### config.mk
export PLATFORM = sky130hd
export DESIGN_NAME = lcd_pbus_ctrl
export DESIGN_NICKNAME = d
export VERILOG_FILES = /design/src/rtl/lcd_pbus_pkg.sv /design/src/rtl/lcd_pbus_regs.sv /design/src/rtl/lcd_pbus_xfer.sv /design/src/rtl/lcd_pbus_seq.sv /design/src/rtl/lcd_pbus_ctrl.sv
export SDC_FILE = /design/constraint.sdc
export NUM_CORES = 1
export LEC_CHECK = 0
export ABC_AREA = 1
export ABC_CLOCK_PERIOD_IN_PS = 1840
export BUFFER_PORTS_ARGS = -buffer_cell sky130_fd_sc_hd__buf_2
export CAP_MARGIN = 10
export CELL_PAD_IN_SITES_DETAIL_PLACEMENT = 0
export CELL_PAD_IN_SITES_GLOBAL_PLACEMENT = 1
export CORE_MARGIN = 2
export CORE_UTILIZATION = 41
export DETAILED_ROUTE_END_ITERATION = 10
export GPL_TIMING_DRIVEN = 0
export PLACE_DENSITY_LB_ADDON = 0.1
export SYNTH_ARGS = -nofsm -noshare
export SYNTH_HDL_FRONTEND = slang
export SYNTH_SLANG_ARGS = --single-unit
### constraint.sdc
create_clock -name clk -period 1.84 [get_ports clk]
set_input_delay 0.092 -clock clk [delete_from_list [all_inputs] [get_ports clk]]
set_output_delay 0.092 -clock clk [all_outputs]
set_load 0.02 [all_outputs]
### src/rtl/lcd_pbus_pkg.sv
package lcd_pbus_pkg;

   localparam int REG_W   = 32;
   localparam int N_PANEL = 2;
   localparam int N_DCYC  = 6;

   // register offsets (byte addresses)
   localparam logic [7:0] OFS_SYSST  = 8'h00;
   localparam logic [7:0] OFS_CTRL   = 8'h04;
   localparam logic [7:0] OFS_PIXCNT = 8'h08;
   localparam logic [7:0] OFS_LINE   = 8'h0C;
   localparam logic [7:0] OFS_CMD    = 8'h10;
   localparam logic [7:0] OFS_PARM   = 8'h14;
   localparam logic [7:0] OFS_PIX    = 8'h18;
   localparam logic [7:0] OFS_RDDAT  = 8'h1C;
   localparam logic [7:0] OFS_RDSTS  = 8'h20;
   localparam logic [7:0] OFS_CFG0   = 8'h24;
   localparam logic [7:0] OFS_CFG1   = 8'h28;
   localparam logic [7:0] OFS_ONOFF0 = 8'h2C;
   localparam logic [7:0] OFS_CYC0   = 8'h30;
   localparam logic [7:0] OFS_ONOFF1 = 8'h34;
   localparam logic [7:0] OFS_CYC1   = 8'h38;
   localparam logic [7:0] OFS_DCYC   = 8'h3C;
   localparam logic [7:0] OFS_VSW    = 8'h54;
   localparam logic [7:0] OFS_HSW    = 8'h58;

   // field masks and reset values
   localparam logic [31:0] MSK_CFG   = 32'h003F_1FFF;
   localparam logic [31:0] RST_CFG   = 32'h0031_0000;
   localparam logic [31:0] MSK_ONOFF = 32'h3FFF_FFFF;
   localparam logic [31:0] MSK_CYC   = 32'h0FFF_FFFF;
   localparam logic [31:0] MSK_DCYC  = 32'h0F1F_0F1F;
   localparam logic [31:0] MSK_SYNC  = 32'h0000_FFFF;
   localparam logic [31:0] MSK_LINE  = 32'h0000_07FF;
   localparam logic [3:0]  RST_CTRL  = 4'h2;

   // control bit positions
   localparam int CB_EN   = 0;
   localparam int CB_BYP  = 1;
   localparam int CB_SEL0 = 2;
   localparam int CB_SEL1 = 3;
   localparam int CB_GO   = 4;

   typedef enum logic [1:0] {
      SQ_IDLE,
      SQ_SETUP,
      SQ_STRB,
      SQ_HOLD
   } sq_state_e;

   typedef enum logic [2:0] {
      POP_NONE,
      POP_CMD,
      POP_PARM,
      POP_PIX,
      POP_RDD,
      POP_RDS
   } pop_e;

endpackage

### src/rtl/lcd_pbus_regs.sv
module lcd_pbus_regs
   import lcd_pbus_pkg::*;
#(
   parameter int CNT_W   = 24,
   parameter int PANEL_W = 16
) (
   input  logic               clk,
   input  logic               rst_n,
   input  logic               wr_en,
   input  logic [7:0]         addr,
   input  logic [REG_W-1:0]   wdata,
   input  logic               busy,
   input  logic [CNT_W-1:0]   cnt,
   input  logic [PANEL_W-1:0] rxbuf,
   output logic [1:0]         sel_mask,
   output logic               cfg_go_ok,
   output logic [REG_W-1:0]   rdata
);

   logic [3:0]       ctrl_q;
   logic [REG_W-1:0] cfg0_q, cfg1_q;
   logic [REG_W-1:0] onoff0_q, onoff1_q, cyc0_q, cyc1_q;
   logic [REG_W-1:0] vsw_q, hsw_q, line_q;
   logic [REG_W-1:0] dcyc_q [N_DCYC];

   always_ff @(posedge clk or negedge rst_n) begin
      if (!rst_n) begin
         ctrl_q   <= RST_CTRL;
         cfg0_q   <= RST_CFG;
         cfg1_q   <= RST_CFG;
         onoff0_q <= '0;
         onoff1_q <= '0;
         cyc0_q   <= '0;
         cyc1_q   <= '0;
         vsw_q    <= '0;
         hsw_q    <= '0;
         line_q   <= '0;
      end else if (wr_en) begin
         case (addr)
            OFS_CTRL:   ctrl_q   <= wdata[3:0];
            OFS_CFG0:   cfg0_q   <= wdata & MSK_CFG;
            OFS_CFG1:   cfg1_q   <= wdata & MSK_CFG;
            OFS_ONOFF0: onoff0_q <= wdata & MSK_ONOFF;
            OFS_ONOFF1: onoff1_q <= wdata & MSK_ONOFF;
            OFS_CYC0:   cyc0_q   <= wdata & MSK_CYC;
            OFS_CYC1:   cyc1_q   <= wdata & MSK_CYC;
            OFS_VSW:    vsw_q    <= wdata & MSK_SYNC;
            OFS_HSW:    hsw_q    <= wdata & MSK_SYNC;
            OFS_LINE:   line_q   <= wdata & MSK_LINE;
            default: ;
         endcase
      end
   end

   // data-cycle format registers, one per slot
   for (genvar i = 0; i < N_DCYC; i++) begin : g_dcyc
      always_ff @(posedge clk or negedge rst_n) begin
         if (!rst_n)
            dcyc_q[i] <= '0;
         else if (wr_en && addr == OFS_DCYC + 8'(4 * i))
            dcyc_q[i] <= wdata & MSK_DCYC;
      end
   end

   assign sel_mask  = {ctrl_q[CB_SEL1], ctrl_q[CB_SEL0]};
   assign cfg_go_ok = (cfg0_q[3:2] & cfg1_q[3:2]) == 2'b00;

   always_comb begin
      rdata = '0;
      case (addr)
         OFS_SYSST: begin
            rdata[0] = 1'b1;
            rdata[8] = busy;
         end
         OFS_CTRL:   rdata[3:0] = ctrl_q;
         OFS_PIXCNT: rdata[CNT_W-1:0] = cnt;
         OFS_LINE:   rdata = line_q;
         OFS_RDDAT,
         OFS_RDSTS:  rdata[PANEL_W-1:0] = rxbuf;
         OFS_CFG0:   rdata = cfg0_q;
         OFS_CFG1:   rdata = cfg1_q;
         OFS_ONOFF0: rdata = onoff0_q;
         OFS_ONOFF1: rdata = onoff1_q;
         OFS_CYC0:   rdata = cyc0_q;
         OFS_CYC1:   rdata = cyc1_q;
         OFS_VSW:    rdata = vsw_q;
         OFS_HSW:    rdata = hsw_q;
         default: begin
            for (int i = 0; i < N_DCYC; i++)
               if (addr == OFS_DCYC + 8'(4 * i))
                  rdata = dcyc_q[i];
         end
      endcase
   end


   ctrl_keep_chk: assert property (@(posedge clk) disable iff (!rst_n)
      (wr_en && addr == OFS_CTRL) |=> (rdata_ctrl_view() == $past(wdata[3:0])));

   function automatic logic [3:0] rdata_ctrl_view();
      return ctrl_q;
   endfunction

endmodule

### src/rtl/lcd_pbus_xfer.sv
module lcd_pbus_xfer #(
   parameter int CNT_W = 24
) (
   input  logic             clk,
   input  logic             rst_n,
   input  logic             cnt_wr,
   input  logic [CNT_W-1:0] cnt_wdata,
   input  logic             start_req,
   input  logic             step,
   output logic             busy,
   output logic [CNT_W-1:0] cnt,
   output logic             frame_done
);

   localparam logic [CNT_W-1:0] CNT_ONE = CNT_W'(1);

   logic cnt_zero;
   assign cnt_zero = (cnt == '0);

   always_ff @(posedge clk or negedge rst_n) begin
      if (!rst_n) begin
         cnt        <= '0;
         busy       <= 1'b0;
         frame_done <= 1'b0;
      end else begin
         frame_done <= 1'b0;
         if (cnt_wr) begin
            cnt <= cnt_wdata;
         end else if (step && !cnt_zero) begin
            cnt <= cnt - CNT_ONE;
            if (busy && cnt == CNT_ONE) begin
               busy       <= 1'b0;
               frame_done <= 1'b1;
            end
         end
         if (start_req && !busy && !cnt_zero)
            busy <= 1'b1;
      end
   end


   done_busy_chk: assert property (@(posedge clk) disable iff (!rst_n)
      frame_done |-> !busy);


   done_width_chk: assert property (@(posedge clk) disable iff (!rst_n)
      frame_done |=> !frame_done);


   busy_fall_chk: assert property (@(posedge clk) disable iff (!rst_n)
      $fell(busy) |-> frame_done);


   zero_start_chk: assert property (@(posedge clk) disable iff (!rst_n)
      (start_req && cnt_zero && !busy && !step) |=> (!busy && !frame_done));

endmodule

### src/rtl/lcd_pbus_seq.sv
module lcd_pbus_seq
   import lcd_pbus_pkg::*;
#(
   parameter int PANEL_W = 16
) (
   input  logic                 clk,
   input  logic                 rst_n,
   input  logic                 launch,
   input  logic                 op_a0,
   input  logic                 op_rd,
   input  logic                 op_two,
   input  logic [N_PANEL-1:0]   op_cs,
   input  logic [2*PANEL_W-1:0] op_data,
   input  logic [PANEL_W-1:0]   pnl_din,
   output logic                 idle,
   output logic                 done,
   output logic [PANEL_W-1:0]   pnl_dout,
   output logic                 pnl_a0,
   output logic [N_PANEL-1:0]   pnl_cs,
   output logic                 pnl_wr,
   output logic                 pnl_rd,
   output logic [PANEL_W-1:0]   rxbuf
);

   sq_state_e            state;
   logic                 word_hi, two_q, rd_q, a0_q;
   logic [N_PANEL-1:0]   cs_q;
   logic [2*PANEL_W-1:0] buf_q;
   logic                 strobe;

   assign strobe   = (state == SQ_STRB);
   assign idle     = (state == SQ_IDLE);
   assign done     = (state == SQ_HOLD) && (word_hi || !two_q);
   assign pnl_dout = word_hi ? buf_q[2*PANEL_W-1:PANEL_W] : buf_q[PANEL_W-1:0];
   assign pnl_a0   = a0_q;
   assign pnl_wr   = strobe && !rd_q;
   assign pnl_rd   = strobe && rd_q;

   for (genvar p = 0; p < N_PANEL; p++) begin : g_cs
      assign pnl_cs[p] = strobe && cs_q[p];
   end

   always_ff @(posedge clk or negedge rst_n) begin
      if (!rst_n) begin
         state   <= SQ_IDLE;
         word_hi <= 1'b0;
         two_q   <= 1'b0;
         rd_q    <= 1'b0;
         a0_q    <= 1'b0;
         cs_q    <= '0;
         buf_q   <= '0;
         rxbuf   <= '0;
      end else begin
         case (state)
            SQ_IDLE: if (launch) begin
               word_hi <= 1'b0;
               two_q   <= op_two;
               rd_q    <= op_rd;
               a0_q    <= op_a0;
               cs_q    <= op_cs;
               buf_q   <= op_data;
               state   <= SQ_SETUP;
            end
            SQ_SETUP: state <= SQ_STRB;
            SQ_STRB: begin
               if (rd_q && |cs_q)
                  rxbuf <= pnl_din;
               state <= SQ_HOLD;
            end
            SQ_HOLD: begin
               if (done) begin
                  state <= SQ_IDLE;
               end else begin
                  word_hi <= 1'b1;
                  state   <= SQ_SETUP;
               end
            end
            default: state <= SQ_IDLE;
         endcase
      end
   end


   setup_stable_chk: assert property (@(posedge clk) disable iff (!rst_n)
      strobe |-> ($stable(pnl_dout) && $stable(pnl_a0)));


   hold_stable_chk: assert property (@(posedge clk) disable iff (!rst_n)
      (state == SQ_HOLD) |-> ($stable(pnl_dout) && $stable(pnl_a0)));


   strobe_width_chk: assert property (@(posedge clk) disable iff (!rst_n)
      (pnl_wr || pnl_rd) |=> !(pnl_wr || pnl_rd));


   rd_single_chk: assert property (@(posedge clk) disable iff (!rst_n)
      pnl_rd |-> $onehot0(pnl_cs));

endmodule

### src/rtl/lcd_pbus_ctrl.sv
module lcd_pbus_ctrl
   import lcd_pbus_pkg::*;
#(
   parameter int ADDR_W  = 8,
   parameter int PANEL_W = 16,
   parameter int CNT_W   = 24
) (
   input  logic               clk,
   input  logic               rst_n,
   input  logic               bus_sel,
   input  logic               bus_wr,
   input  logic [ADDR_W-1:0]  bus_addr,
   input  logic [31:0]        bus_wdata,
   output logic [31:0]        bus_rdata,
   output logic               bus_ready,
   output logic [PANEL_W-1:0] pnl_dout,
   input  logic [PANEL_W-1:0] pnl_din,
   output logic               pnl_a0,
   output logic [1:0]         pnl_cs,
   output logic               pnl_wr,
   output logic               pnl_rd,
   output logic               frame_done
);

   localparam int PAIR_W = 2 * PANEL_W;

   if (ADDR_W < 8) begin : g_bad_addr
      $error("ADDR_W must be at least 8");
   end
   if (PANEL_W < 1 || PAIR_W > REG_W) begin : g_bad_panel
      $error("PANEL_W must be between 1 and 16");
   end
   if (CNT_W < 1 || CNT_W > REG_W) begin : g_bad_cnt
      $error("CNT_W must be between 1 and 32");
   end

   logic [7:0] addr8;
   logic       hi_ok;
   assign addr8 = bus_addr[7:0];

   if (ADDR_W > 8) begin : g_hi_dec
      assign hi_ok = ~|bus_addr[ADDR_W-1:8];
   end else begin : g_hi_none
      assign hi_ok = 1'b1;
   end

   pop_e               pop;
   logic               panel_op, seq_idle, seq_done, launch, step;
   logic               reg_we, start_req, cnt_wr;
   logic [1:0]         sel_mask;
   logic               cfg_go_ok, busy;
   logic [CNT_W-1:0]   cnt;
   logic [PANEL_W-1:0] rxbuf;
   logic [31:0]        rd_int;
   logic [1:0]         op_cs;
   logic               op_rd;

   always_comb begin
      pop = POP_NONE;
      if (bus_sel && bus_wr && hi_ok) begin
         case (addr8)
            OFS_CMD:   pop = POP_CMD;
            OFS_PARM:  pop = POP_PARM;
            OFS_PIX:   pop = POP_PIX;
            OFS_RDDAT: pop = POP_RDD;
            OFS_RDSTS: pop = POP_RDS;
            default:   pop = POP_NONE;
         endcase
      end
   end

   assign panel_op = (pop != POP_NONE);
   assign launch   = panel_op && seq_idle;
   assign op_rd    = (pop == POP_RDD) || (pop == POP_RDS);
   assign op_cs    = !op_rd       ? sel_mask :
                     sel_mask[0]  ? 2'b01    :
                     sel_mask[1]  ? 2'b10    : 2'b00;
   assign bus_ready = !panel_op || seq_done;
   assign step      = panel_op && seq_done && (pop == POP_PIX || op_rd);

   assign reg_we    = bus_sel && bus_wr && hi_ok && !panel_op;
   assign start_req = reg_we && addr8 == OFS_CTRL && bus_wdata[CB_GO] &&
                      bus_wdata[CB_EN] && !bus_wdata[CB_BYP] && cfg_go_ok;
   assign cnt_wr    = reg_we && addr8 == OFS_PIXCNT;
   assign bus_rdata = hi_ok ? rd_int : '0;

   lcd_pbus_regs #(.CNT_W(CNT_W), .PANEL_W(PANEL_W)) regs_i (
      .clk       (clk),
      .rst_n     (rst_n),
      .wr_en     (reg_we),
      .addr      (addr8),
      .wdata     (bus_wdata),
      .busy      (busy),
      .cnt       (cnt),
      .rxbuf     (rxbuf),
      .sel_mask  (sel_mask),
      .cfg_go_ok (cfg_go_ok),
      .rdata     (rd_int)
   );

   lcd_pbus_seq #(.PANEL_W(PANEL_W)) seq_i (
      .clk      (clk),
      .rst_n    (rst_n),
      .launch   (launch),
      .op_a0    (!(pop == POP_CMD || pop == POP_RDS)),
      .op_rd    (op_rd),
      .op_two   (pop == POP_PIX),
      .op_cs    (op_cs),
      .op_data  (bus_wdata[PAIR_W-1:0]),
      .pnl_din  (pnl_din),
      .idle     (seq_idle),
      .done     (seq_done),
      .pnl_dout (pnl_dout),
      .pnl_a0   (pnl_a0),
      .pnl_cs   (pnl_cs),
      .pnl_wr   (pnl_wr),
      .pnl_rd   (pnl_rd),
      .rxbuf    (rxbuf)
   );

   lcd_pbus_xfer #(.CNT_W(CNT_W)) xfer_i (
      .clk        (clk),
      .rst_n      (rst_n),
      .cnt_wr     (cnt_wr),
      .cnt_wdata  (bus_wdata[CNT_W-1:0]),
      .start_req  (start_req),
      .step       (step),
      .busy       (busy),
      .cnt        (cnt),
      .frame_done (frame_done)
   );


   launch_stall_chk: assert property (@(posedge clk) disable iff (!rst_n)
      launch |-> !bus_ready);


   strobe_owner_chk: assert property (@(posedge clk) disable iff (!rst_n)
      (pnl_wr || pnl_rd) |-> (panel_op && !bus_ready));

endmodule

Word level (Yosys, flattened, before mapping)
Index checks and enable logic that the tools add are counted.

Add/sub/neg operators: 1. Equality and inequality tests: 33. Muxes and demuxes: 34. Bitwise gates (word level): 1. Reduce and logical (&&, ||, !) cells: 67.

Operators with widths (count): $mux 28 (5); $pmux 7 s12 (1); $eq 8x6->1 const B (8); $pmux 8 s8 (1); $eq 8x7->1 const B (7); $mux 24 (2); $pmux 4 s12 (1); $pmux 8 s5 (1); $pmux 3 s13 (1); $eq 8x5->1 const B (4); $mux 32 (1); $logic_and 1x1->1 (27); $pmux 1 s13 (2); $eq 24x1->1 const B (1); $logic_not 24->1 (1); $reduce_and 2->1 (12); $sub 24x1->24 const B (1); $eq 8x4->1 const B (2); $mux 16 (1); $pmux 3 s5 (1); $mux 1 (10); $reduce_or 10->1 (1); $eq 8x3->1 const B (1); $logic_not 8->1 (1); other kinds (20) (43).

Bits in registers: 391. Input port bits: 60. Output and inout port bits: 55. Word-level logic and storage cells: 163.

Longest topological paths before layout
Gate-level depths: netlist of run 1.

Word-level depth: 15. Gate-level depth with buffers: 13. Mapped depth without buffers: 12.

Cells and area by module
From an unflattened synthesis of run 1, not the netlist that was laid out.

Cell total of the unflattened synthesis: 2478. Area total of the unflattened synthesis: 19565.0 µm².

By module, submodules not included: lcd_pbus_regs (times used 1, cells each 1785, area each 14679.1 µm², seq. area each 7741.2 µm²); lcd_pbus_seq (times used 1, cells each 314, area each 2537.4 µm², seq. area each 1401.3 µm²); lcd_pbus_xfer (times used 1, cells each 321, area each 2024.4 µm², seq. area each 650.6 µm²); lcd_pbus_ctrl (times used 1, cells each 58, area each 324.1 µm², seq. area each 0.0 µm²).

Worst setup path before layout of run 1
No wires, ideal clock.

Path kind: reg-to-reg. Start point: register seq_i.state[0]. End point: register seq_i.rxbuf[10]. Setup time: 125 ps. Data arrival time: 1859 ps. Required time: 1715 ps. Slack: -143 ps. Cell stages (with the launch flop): 8. Buffers on the path: 1. Clock period less this slack: 1983 ps. Path through: dfrtp_1 -> inv_1 -> ha_1 -> nand2_1 -> inv_1 -> o21ai_1 -> clkbuf_1 -> mux2_2.

Word-level cells in the longest chain between the ends: 2.

RTL lines: from (decl) (line lcd_pbus_seq.sv:25) `sq_state_e state;`; from (signal assigned) (line lcd_pbus_seq.sv:45) `state <= SQ_IDLE;`; from (signal assigned) (line lcd_pbus_seq.sv:62) `state <= SQ_SETUP;`; from (signal assigned) (line lcd_pbus_seq.sv:64) `SQ_SETUP: state <= SQ_STRB;`; $eq 2x2->1 (line lcd_pbus_seq.sv:54) `case (state)`; $reduce_and 2->1 (no source line); to (signal assigned) (line lcd_pbus_seq.sv:67) `rxbuf <= pnl_din;`; to (decl) (line lcd_pbus_seq.sv:22) `output logic [PANEL_W-1:0] rxbuf`.

Every way passes these cells. A chain may end at the register's enable or synchronous reset.

Final worst setup path of run 1
Start point: register regs_i.vsw_q[10]. End point: output bus_rdata[10].

Word-level cells in the longest chain between the ends: 1.

RTL lines: from (decl) (line lcd_pbus_regs.sv:23) `logic [REG_W-1:0] vsw_q, hsw_q, line_q;`; from (signal assigned) (line lcd_pbus_regs.sv:47) `OFS_VSW: vsw_q <= wdata & MSK_SYNC;`; $pmux 7 s12 (line lcd_pbus_regs.sv:70) `case (addr)`; to (decl) (line lcd_pbus_ctrl.sv:14) `output logic [31:0] bus_rdata,`.

Every way passes these cells.

==> results.sh, run 1 <==
export IMPL_crit_type="register to primary output"
export IMPL_clock_sinks=391
export IMPL_violations="setup timing"
export IMPL_ys_types=44
export IMPL_status="finished with violations"
export IMPL_wire_per_inst_um=22.0
export IMPL_syn_cell_area_um2=17900
export IMPL_cts_tree="built"
export IMPL_vias=16600
export IMPL_topRoutingLayerUsed="met4"
export IMPL_synthToLayoutAreaGrowth_pct=31.0
export IMPL_fmax_ghz=0.481
export IMPL_grt_max_degree=114
export IMPL_num_rows=76
export IMPL_stdcell_count=3104
export IMPL_syn_avg_cell_area_um2=8.15
export IMPL_grt_pass1_wl_um=101000
export IMPL_dieArea_um2=45500
export IMPL_report_power_total_mw=21.0
export IMPL_hold_start="bus_wr"
export IMPL_clock_path_buffers=3
export IMPL_required_ps=1750
export IMPL_grt_total_usage_pct=30.3
export IMPL_setup_ws_ps=-241
export IMPL_seq_area_frac_synth_pct=54.6
export IMPL_synth_edf_count=0
export IMPL_tightest_slew_ps=902
export IMPL_wl_met3_um=4210
export IMPL_drc=0
export IMPL_final_area_um2=23500
export IMPL_drive_gt1_share_pct=24.6
export IMPL_ff_latch_area_um2=9810
export IMPL_dr_pass1_iters=5
export IMPL_hold_viol=0
export IMPL_cap_violations=0
export IMPL_cts_buffers=45
export IMPL_io_pins=115
export IMPL_routed_wl_um=68200
export IMPL_initial_core_util_pct=41.6
export IMPL_drv_slew=0
export IMPL_place_hpwl_um=47600
export IMPL_layout_common_cells="nand2_1 (792), dfrtp_1 (371), o21ai_1 (199), o21ai_0 (172), buf_2 (139)"
export IMPL_final_nets=2548
export IMPL_crit_start="regs_i.vsw_q[10]$_DFFE_PN0P_"
export IMPL_netlist_instances=2202
export IMPL_reg2reg_from="xfer_i.cnt[4]$_DFFE_PN0P_"
export IMPL_start_kind="register"
export IMPL_drt_met1_wl_um=29800
export IMPL_dieHeight_um=213
export IMPL_peakVddDrop_v=0.000729
export IMPL_fin_crit_sh_pct=113
export IMPL_grt_remaining_overflow=0
export IMPL_first_global_vias=15800
export IMPL_clock_latency_ps=590
export IMPL_synthAdderAreaFrac_pct=0.418
export IMPL_final_fill_count=4194
export IMPL_die_w_um=213
export IMPL_synth_compound_area_share_pct=12.8
export IMPL_wl_met2_um=31700
export IMPL_slew_headroom_pct=39.9
export IMPL_viasPerCell=5.35
export IMPL_dp_cells=2903
export IMPL_ys_async_sr_fraction_pct=100
export IMPL_hold_depth=5
export IMPL_rsz0062_at_grt="yes"
export IMPL_cts_root_buffer_cell="clkbuf_16"
export IMPL_power_density_nw_per_um2=894
export IMPL_core_area_um2=43200
export IMPL_synth_seq_cells=391
export IMPL_final_common_cell="nand2_1"
export IMPL_synth_ff_type="dfrtp_1"
export IMPL_io_buffers=112
export IMPL_yosys_area_share_simple_pct=25.1
export IMPL_fin_crit_ps=2080
export IMPL_finalSetupViolations=38
export IMPL_synth_xor_area_share_pct=0.635
export IMPL_drt_iter0_markers=1520
export IMPL_htreeDepth=2
export IMPL_worstPathMaxFanout=2
export IMPL_ys_warn_count=0
export IMPL_clock_skew_ps=18.4
export IMPL_placed_area_um2=19300
export IMPL_antenna_found_initial=2
export IMPL_synth_top_family_by_area="simple AND/OR/NAND/NOR gates"
export IMPL_path_clk_slew_ps=60
export IMPL_gp_congestion=0.936
export IMPL_p_leak_nw=11.2
export IMPL_end_kind="primary output"
export IMPL_synthMuxAreaShare_pct=1.00
export IMPL_cp_arrival_ps=1990
export IMPL_hold_path_class="primary input to register"
export IMPL_worst_r2r_path_depth=12
export IMPL_multi_input_area_um2=8160
export IMPL_antenna_left=0
==> sequential cells by signal, indices dropped and copies added (netlist names) <==
signal / cells
seq_i.state: 2
regs_i.cyc1_q: 28
regs_i.line_q: 11
seq_i.buf_q: 32
seq_i.two_q: 1
seq_i.rxbuf: 16
xfer_i.frame_done: 1
regs_i.vsw_q: 16
regs_i.cfg0_q: 19
regs_i.cyc0_q: 28
regs_i.ctrl_q: 4
xfer_i.cnt: 24
seq_i.pnl_a0: 1
regs_i.cfg1_q: 19
seq_i.word_hi: 1
seq_i.rd_q: 1
xfer_i.busy: 1
regs_i.hsw_q: 16
seq_i.cs_q: 2
regs_i.onoff0_q: 30
regs_i.dcyc_q: 108
regs_i.onoff1_q: 30
==> repair_timing <==
item	4_1_cts	5_1_grt
cloned	1	3
gates resized for setup	277	204
pin swaps	66	86
setup endpoints to repair	83	142
hold buffers	42	0
hold endpoints to repair	183	0
setup buffers	40	32
==> per-layer routing <==
layer	global-route usage, %	up-vias
met1	41.5	8228
met3	4.10	107
met2	48.6	550
li1	-	7726
met5	0	-
met4	12.1	0
==> cell families (layout without fill, tap and decap cells) <==
logic type,Yosys count,in the layout
mux,16,16
other cells,1,3
flops,391,391
buf+inv,230,545
xor+xnor,13,13
simple gates,1106,1106
fa+ha+maj,6,6
compound gates,439,439
==> critical path, stage by stage (launching register included) <==
cell and delay, ps:
dfrtp_1 380, nand2_1 70, nand4_1 250, or2_4 330, nor2_4 140, nand2_2 100, buf_6 140
==> final timing paths <==
kind | to | slack, ps
hold / removal | seq_i.two_q$_DFFE_PN0P_ | 20
min in group asynchronous | seq_i.rd_q$_DFFE_PN0P_ | 60
setup reg to reg | xfer_i.cnt[11]$_DFFE_PN0P_ | -90
setup / recovery | bus_rdata[10] | -240
hold reg to reg | regs_i.cyc0_q[0]$_DFFE_PN0P_ | 480
max in group asynchronous | regs_i.cfg1_q[20]$_DFFE_PN1P_ | 370
==> where the power goes <==
part	internal, mW	switching, mW	leakage [nW]
sequential	8.98	0.258	5.32
combinational	0.866	1.59	5.17
clock	5.56	3.77	0.755
==> synthesized netlist by cell type (all sizes together) (7+ instances only) <==
cell type	number	area (um2)
inv	97	367
mux2	16	180
a21oi	25	125
buf	78	402
o21ai	379	1900
xor2	11	96.3
nand3	82	425
dfrtp	384	9610
clkbuf	52	196
nand2	865	3310
nor2	98	395
dfstp	7	184
nand4	38	238
a221oi	7	61.3
nor3	13	65.1
==> cell type report <==
type                    count  share of cell area, %
multi-input cells        1582                   34.7
repair buffers            232                   8.33
inverters                 100                   1.70
well taps                 585                   3.12
diodes                      1                 0.0106
clock inverters            13                  0.714
flip-flops and latches    391                   41.7
plain buffers             130                   3.84
clock buffers              70                   5.83
==> metrics by stage <==
step	setup slack (ps)	hold WS (ps)	setup TNS [ps]	utilization, %
2_1_floorplan	91.5	-204	0	-
3_3_place_gp	-7340	296	-2952600	44.6
3_5_place_dp	-960	185	-124330	44.8
4_1_cts	-262	9.32	-1710	52.2
5_1_grt	-239	63.1	-3800	54.4
6_report	-241	15.0	-2330	54.4
Note: power is estimated with default switching activity, not from simulation.
==> run 2: changes to the inputs <==
Settings changed: CELL_PAD_IN_SITES_DETAIL_PLACEMENT 0 to 1, CORE_UTILIZATION 41 to 42, SYNTH_HIERARCHICAL set to 1.
==> run 2 against run 1 <==
Effect of this change: the run still ends with setup timing left; setup slack improved by 110 ps; sequential power down 2%; maximum frequency rose by 5.8%.
==> results.sh, run 2 <==
export IMPL_num_rows=79
export IMPL_finalSetupViolations=4
export IMPL_first_global_vias=19300
export IMPL_synth_most_common_cell="nand2_1"
export IMPL_cp_endpoint="bus_rdata[3]"
export IMPL_diodes=0
export IMPL_pre_cts_ws_ps=-854
export IMPL_regMostFlops="regs_i/dcyc_q"
export IMPL_crit_start="xfer_i/cnt[3]$_DFFE_PN0P_"
export IMPL_drt_met1_wl_um=32400
export IMPL_final_area_um2=24500
export IMPL_wl_met2_um=37900
export IMPL_grt_pass1_wl_um=115000
export IMPL_htreeDepth=2
export IMPL_antenna_left=0
export IMPL_die_w_um=220
export IMPL_hold_viol=0
export IMPL_setup_ws_ps=-127
export IMPL_syn_avg_cell_area_um2=7.90
export IMPL_reg2reg_from="xfer_i/cnt[8]$_DFFE_PN0P_"
export IMPL_placed_area_um2=21000
export IMPL_fmax_ghz=0.508
export IMPL_drive_gt1_share_pct=23.2
export IMPL_rsz0062_at_grt="yes"
export IMPL_reg_top3="regs_i/dcyc_q x108, seq_i/buf_q x32"
export IMPL_dr_pass1_iters=5
export IMPL_layout_common_cells="nand2_1 (844), dfrtp_1 (372), nand3_1 (251), o21ai_0 (210), inv_1 (126)"
export IMPL_ys_top_cells_by_count="nand2_1 (889), dfrtp_1 (384), nand3_1 (284)"
export IMPL_required_ps=1750
export IMPL_clock_skew_ps=14.4
export IMPL_stdcell_count=3390
export IMPL_synth_seq_cells=391
export IMPL_path_cells="nand2_1 -> nand4_1 -> nor2_2 -> nand2_1 -> buf_6"
export IMPL_start_kind="register"
export IMPL_status="finished with violations"
export IMPL_cap_violations=0
export IMPL_dieArea_um2=48300
export IMPL_wl_met3_um=3540
export IMPL_largest_reg_flops=108
export IMPL_grt_total_usage_pct=31.9
export IMPL_violations="setup timing"
export IMPL_io_buffers=112
export IMPL_cp_arrival_ps=1880
export IMPL_ys_warn_count=6
export IMPL_core_area_um2=46300
export IMPL_dieHeight_um=220
export IMPL_path_clk_slew_ps=60
export IMPL_whs_ps=45.3
export IMPL_crit_top_cell="nand2_1"
export IMPL_dp_cells=3201
export IMPL_slew_headroom_pct=42.1
export IMPL_clock_path_buffers=3
export IMPL_synthToLayoutAreaGrowth_pct=25.1
export IMPL_io_pins=115
export IMPL_routed_wl_um=76900
export IMPL_synth_area_leaders="dfrtp_1 (49%), nand2_1 (17%), nand3_1 (7.3%)"
export IMPL_vias=18500
export IMPL_drc=0
export IMPL_wire_per_inst_um=22.7
export IMPL_gp_congestion=0.929
export IMPL_worstPathMaxFanout=2
export IMPL_r2r_end="xfer_i/cnt[19]$_DFFE_PN0P_"
export IMPL_cpPeakStageDelay_ps=420
export IMPL_hold_path_class="primary input to async pin"
export IMPL_topRoutingLayerUsed="met4"
export IMPL_cp_slowest_cell="dfrtp_2"
export IMPL_utilization_pct=52.9
export IMPL_final_common_cell="nand2_1"
export IMPL_cp_num_buf_inv=1
export IMPL_syn_cell_area_um2=19600
export IMPL_yosysTopAreaCellShare_pct=49.1
export IMPL_crit_type="register to primary output"
export IMPL_report_power_total_mw=20.4
export IMPL_viasPerCell=5.46
export IMPL_clock_sinks=391
export IMPL_seq_area_frac_synth_pct=50.1
export IMPL_drt_iter0_markers=1347
export IMPL_fin_crit_sh_pct=107
export IMPL_end_kind="primary output"
export IMPL_power_density_nw_per_um2=832
export IMPL_synth_ff_type="dfrtp_1"
export IMPL_initial_core_util_pct=42.3
export IMPL_grt_remaining_overflow=0
export IMPL_cts_root_buffer_cell="clkbuf_16"
export IMPL_place_hpwl_um=54200
export IMPL_post_synth_top_area_cell="dfrtp_1"
export IMPL_grt_max_degree=118
export IMPL_drv_slew=0
export IMPL_ys_async_sr_fraction_pct=100
export IMPL_peakVddDrop_v=0.000599
export IMPL_path_depth=5
export IMPL_fin_crit_ps=1970
export IMPL_worst_r2r_path_depth=10
export IMPL_clock_latency_ps=590
export IMPL_tns_ps=-212
export IMPL_cts_tree="built"
export IMPL_p_leak_nw=12.0
export IMPL_antenna_found_initial=0
export IMPL_tightest_slew_ps=869
export IMPL_ys_types=47
export IMPL_cts_buffers=46
export IMPL_netlist_instances=2478
export IMPL_critical_path_top_delay_family="simple AND/OR/NAND/NOR gates"
export IMPL_final_nets=2813
export IMPL_reg2reg_slack_ps=50
export IMPL_synth_edf_count=0
==> run 2: power breakdown <==
part / internal, mW / switching [mW]
registers: 8.88 / 0.181
clock network: 5.53 / 3.85
logic: 0.609 / 1.32
==> run 2: kinds of logic after synthesis <==
logic type               Yosys count  synth area share [%]
AO/OA/AOI/OAI                    352                  9.68
XOR/XNOR                           5                 0.224
adder cells (fa/ha/maj)            7                 0.448
buffers and inverters            292                  7.50
flip-flops                       391                  50.1
other                              1                0.0192
AND/OR/NAND/NOR                 1430                  32.1
==> run 2: area by class of cell <==
class	instances	area [um2]
Clock buffer	68	1350
Buffer	143	1030
Tap cell	607	759
Multi-Input combinational cell	1796	9000
Inverter	147	571
Fill cell	5550	21800
Clock inverter	17	188
Sequential cell	391	9810
Timing Repair Buffer	221	1760
==> run 2: worst min-delay path by stage <==
stage	end	depth (start not counted)	slack (ps)	start
after global routing	regs_i/vsw_q[9]$_DFFE_PN0P_	2	90	rst_n
after global placement	seq_i/rxbuf[0]$_DFFE_PN0P_	3	320	pnl_din[0]
final	regs_i/vsw_q[11]$_DFFE_PN0P_	2	50	rst_n
after detailed placement	regs_i/vsw_q[11]$_DFFE_PN0P_	1	160	rst_n
after floorplan	regs_i/cfg0_q[0]$_DFFE_PN0P_	0	-200	rst_n
after CTS	xfer_i/busy$_DFFE_PN0P_	8	70	bus_addr[1]
==> run 2: per-layer routing <==
layer	up-vias	GRT usage, %
li1	8490	-
met3	149	3.81
met4	0	12.8
met1	9412	41.4
met5	-	0
met2	447	54.1
==> run 2: what timing repair did <==
action                                  4_1_cts  5_1_grt
resized for setup                           167      165
hold buffers                                 49        0
hold endpoints to repair                    186        0
pin swaps                                    54       63
endpoints found under the setup margin      188      207
setup buffers                                34       23
==> run 3: changes to the inputs <==
Settings changed: CELL_PAD_IN_SITES_DETAIL_PLACEMENT 1 to unset, CELL_PAD_IN_SITES_GLOBAL_PLACEMENT 1 to unset, CORE_MARGIN 2 to 5, CORE_UTILIZATION 42 to 56, PLACE_DENSITY set to 0.77, PLACE_DENSITY_LB_ADDON 0.1 to unset.
==> run 3 against run 2 <==
Effect of this change: the run still ends with setup timing left; clock power fell by 6.5%; sequential share of layout area rose by 1.4 points; global-route usage rose by 2.0 points; wire length fell by 14%; first-iteration DRC count rose by 39%; via count rose by 1.0%; critical endpoint unchanged.
==> results.sh, run 3 (synthesized netlist as in run 2, its figures left out) <==
export IMPL_status="finished with violations"
export IMPL_violations="setup timing"
export IMPL_reg_top3="regs_i/dcyc_q x108, seq_i/buf_q x32"
export IMPL_fin_crit_ps=1850
export IMPL_core_area_um2=34500
export IMPL_worstPathMaxFanout=3
export IMPL_clock_sinks=391
export IMPL_synthToLayoutAreaGrowth_pct=20.8
export IMPL_num_rows=68
export IMPL_report_power_total_mw=19.6
export IMPL_final_common_cell="nand2_1"
export IMPL_whs_ps=53.7
export IMPL_grt_pass1_wl_um=102000
export IMPL_cts_buffers=44
export IMPL_cpPeakStageDelay_ps=420
export IMPL_first_global_vias=18100
export IMPL_antenna_left=0
export IMPL_antenna_found_initial=2
export IMPL_wire_per_inst_um=20.7
export IMPL_dieArea_um2=38800
export IMPL_place_hpwl_um=47000
export IMPL_routed_wl_um=66300
export IMPL_hold_path_class="primary input to async pin"
export IMPL_largest_reg_flops=108
export IMPL_clock_latency_ps=560
export IMPL_tns_ps=-7.80
export IMPL_tightest_slew_ps=768
export IMPL_fin_crit_sh_pct=100
export IMPL_grt_total_usage_pct=33.8
export IMPL_layout_common_cells="nand2_1 (863), dfrtp_1 (373), nand3_1 (263), o21ai_0 (213)"
export IMPL_path_clk_slew_ps=60
export IMPL_start_kind="register"
export IMPL_io_pins=115
export IMPL_setup_ws_ps=-7.12
export IMPL_io_buffers=112
export IMPL_stdcell_count=3211
export IMPL_fmax_ghz=0.541
export IMPL_regMostFlops="regs_i/dcyc_q"
export IMPL_drt_iter0_markers=1875
export IMPL_path_cells="nand3_2 -> nand2_2 -> nor2_2 -> nand2_1 -> nor2_2 -> nand2_1 -> buf_6"
export IMPL_clock_skew_ps=19.7
export IMPL_dr_pass1_iters=6
export IMPL_end_kind="primary output"
export IMPL_slew_headroom_pct=48.8
export IMPL_grt_max_degree=113
export IMPL_drv_slew=0
export IMPL_dieHeight_um=197
export IMPL_final_nets=2790
export IMPL_finalSetupViolations=2
export IMPL_vias=18700
export IMPL_hold_viol=0
export IMPL_htreeDepth=2
export IMPL_placed_area_um2=20800
export IMPL_cap_violations=0
export IMPL_required_ps=1750
export IMPL_pre_cts_ws_ps=-827
export IMPL_p_leak_nw=11.7
export IMPL_initial_core_util_pct=56.6
export IMPL_power_density_nw_per_um2=831
export IMPL_drc=0
export IMPL_grt_remaining_overflow=0
export IMPL_clock_path_buffers=3
export IMPL_cts_root_buffer_cell="clkbuf_16"
export IMPL_gp_congestion=0.973
export IMPL_crit_type="register to primary output"
export IMPL_cp_arrival_ps=1760
export IMPL_final_area_um2=23600
export IMPL_dp_cells=3049
export IMPL_rsz0062_at_grt="yes"
export IMPL_peakVddDrop_v=0.000716
export IMPL_die_w_um=197
export IMPL_utilization_pct=68.4
export IMPL_cts_tree="built"
export IMPL_cp_slowest_cell="dfrtp_1"
export IMPL_drive_gt1_share_pct=20.3
export IMPL_viasPerCell=5.82
-- run 3: changes by cell type in the layout (fill, tap and decap cells not counted), sizes merged --
cell / delta
clkinvlp: -2
bufinv: -1
diode: +2
clkinv: -2
inv: +2
buf: -25
clkbuf: -1
-- run 3: path summary, 6_finish.rpt --
check / start / to / slack (ps) / cells after the start
setup / recovery: regs_i/cfg1_q[3]$_DFFE_PN0P_ / bus_rdata[3] / -7 / 7
hold / removal: rst_n / regs_i/vsw_q[1]$_DFFE_PN0P_ / 50 / 2
setup reg to reg: xfer_i/cnt[9]$_DFFE_PN0P_ / xfer_i/cnt[11]$_DFFE_PN0P_ / 60 / 10
hold reg to reg: seq_i/buf_q[22]$_DFFE_PN0P_ / seq_i/buf_q[22]$_DFFE_PN0P_ / 470 / 2
max in group asynchronous: rst_n / regs_i/onoff0_q[23]$_DFFE_PN0P_ / 360 / 4
min in group clk: bus_addr[5] / xfer_i/busy$_DFFE_PN0P_ / 100 / 6
-- run 3: area by class of cell --
type / instances / area [um2]
fill: 2797 / 10900
sequential: 391 / 9810
multi-input combinational: 1796 / 8740
timing repair buffer: 199 / 1530
clock buffer: 63 / 1300
buffer: 144 / 972
tap: 455 / 569
inverter: 147 / 559
clock inverter: 14 / 138
antenna: 2 / 5.00
-- run 3: layer usage --
layer | global-route usage, % | part of all wire [%] | vias up
li1 | - | - | 8452
met1 | 44.5 | 39 | 9050
met2 | 54.3 | 47 | 958
met3 | 6.39 | 8.6 | 222
met4 | 16.4 | 5.4 | 2
met5 | 0 | 0.020 | -
-- run 3: worst max-delay path: cells and delay by family (launching register included) --
kind,cells,cell delay (ps)
buffers and inverters,1,140
DFF,1,420
and+or+nand+nor,6,620
-- run 3: timing repair --
item | 4_1_cts | 5_1_grt
hold buffers | 49 | 0
setup endpoints to repair | 128 | 207
buffers inserted | 13 | 22
pin swaps | 15 | 46
endpoints found under the hold margin | 180 | 0
resized for setup | 74 | 143
-- run 3: report_power, final --
| part | total (mW) | switching, mW | internal [mW] |
|---|---|---|---|
| Sequential | 9.05 | 0.177 | 8.88 |
| Combinational | 1.80 | 1.22 | 0.576 |
| Clock | 8.77 | 3.57 | 5.20 |
| Total | 19.6 | 4.97 | 14.7 |
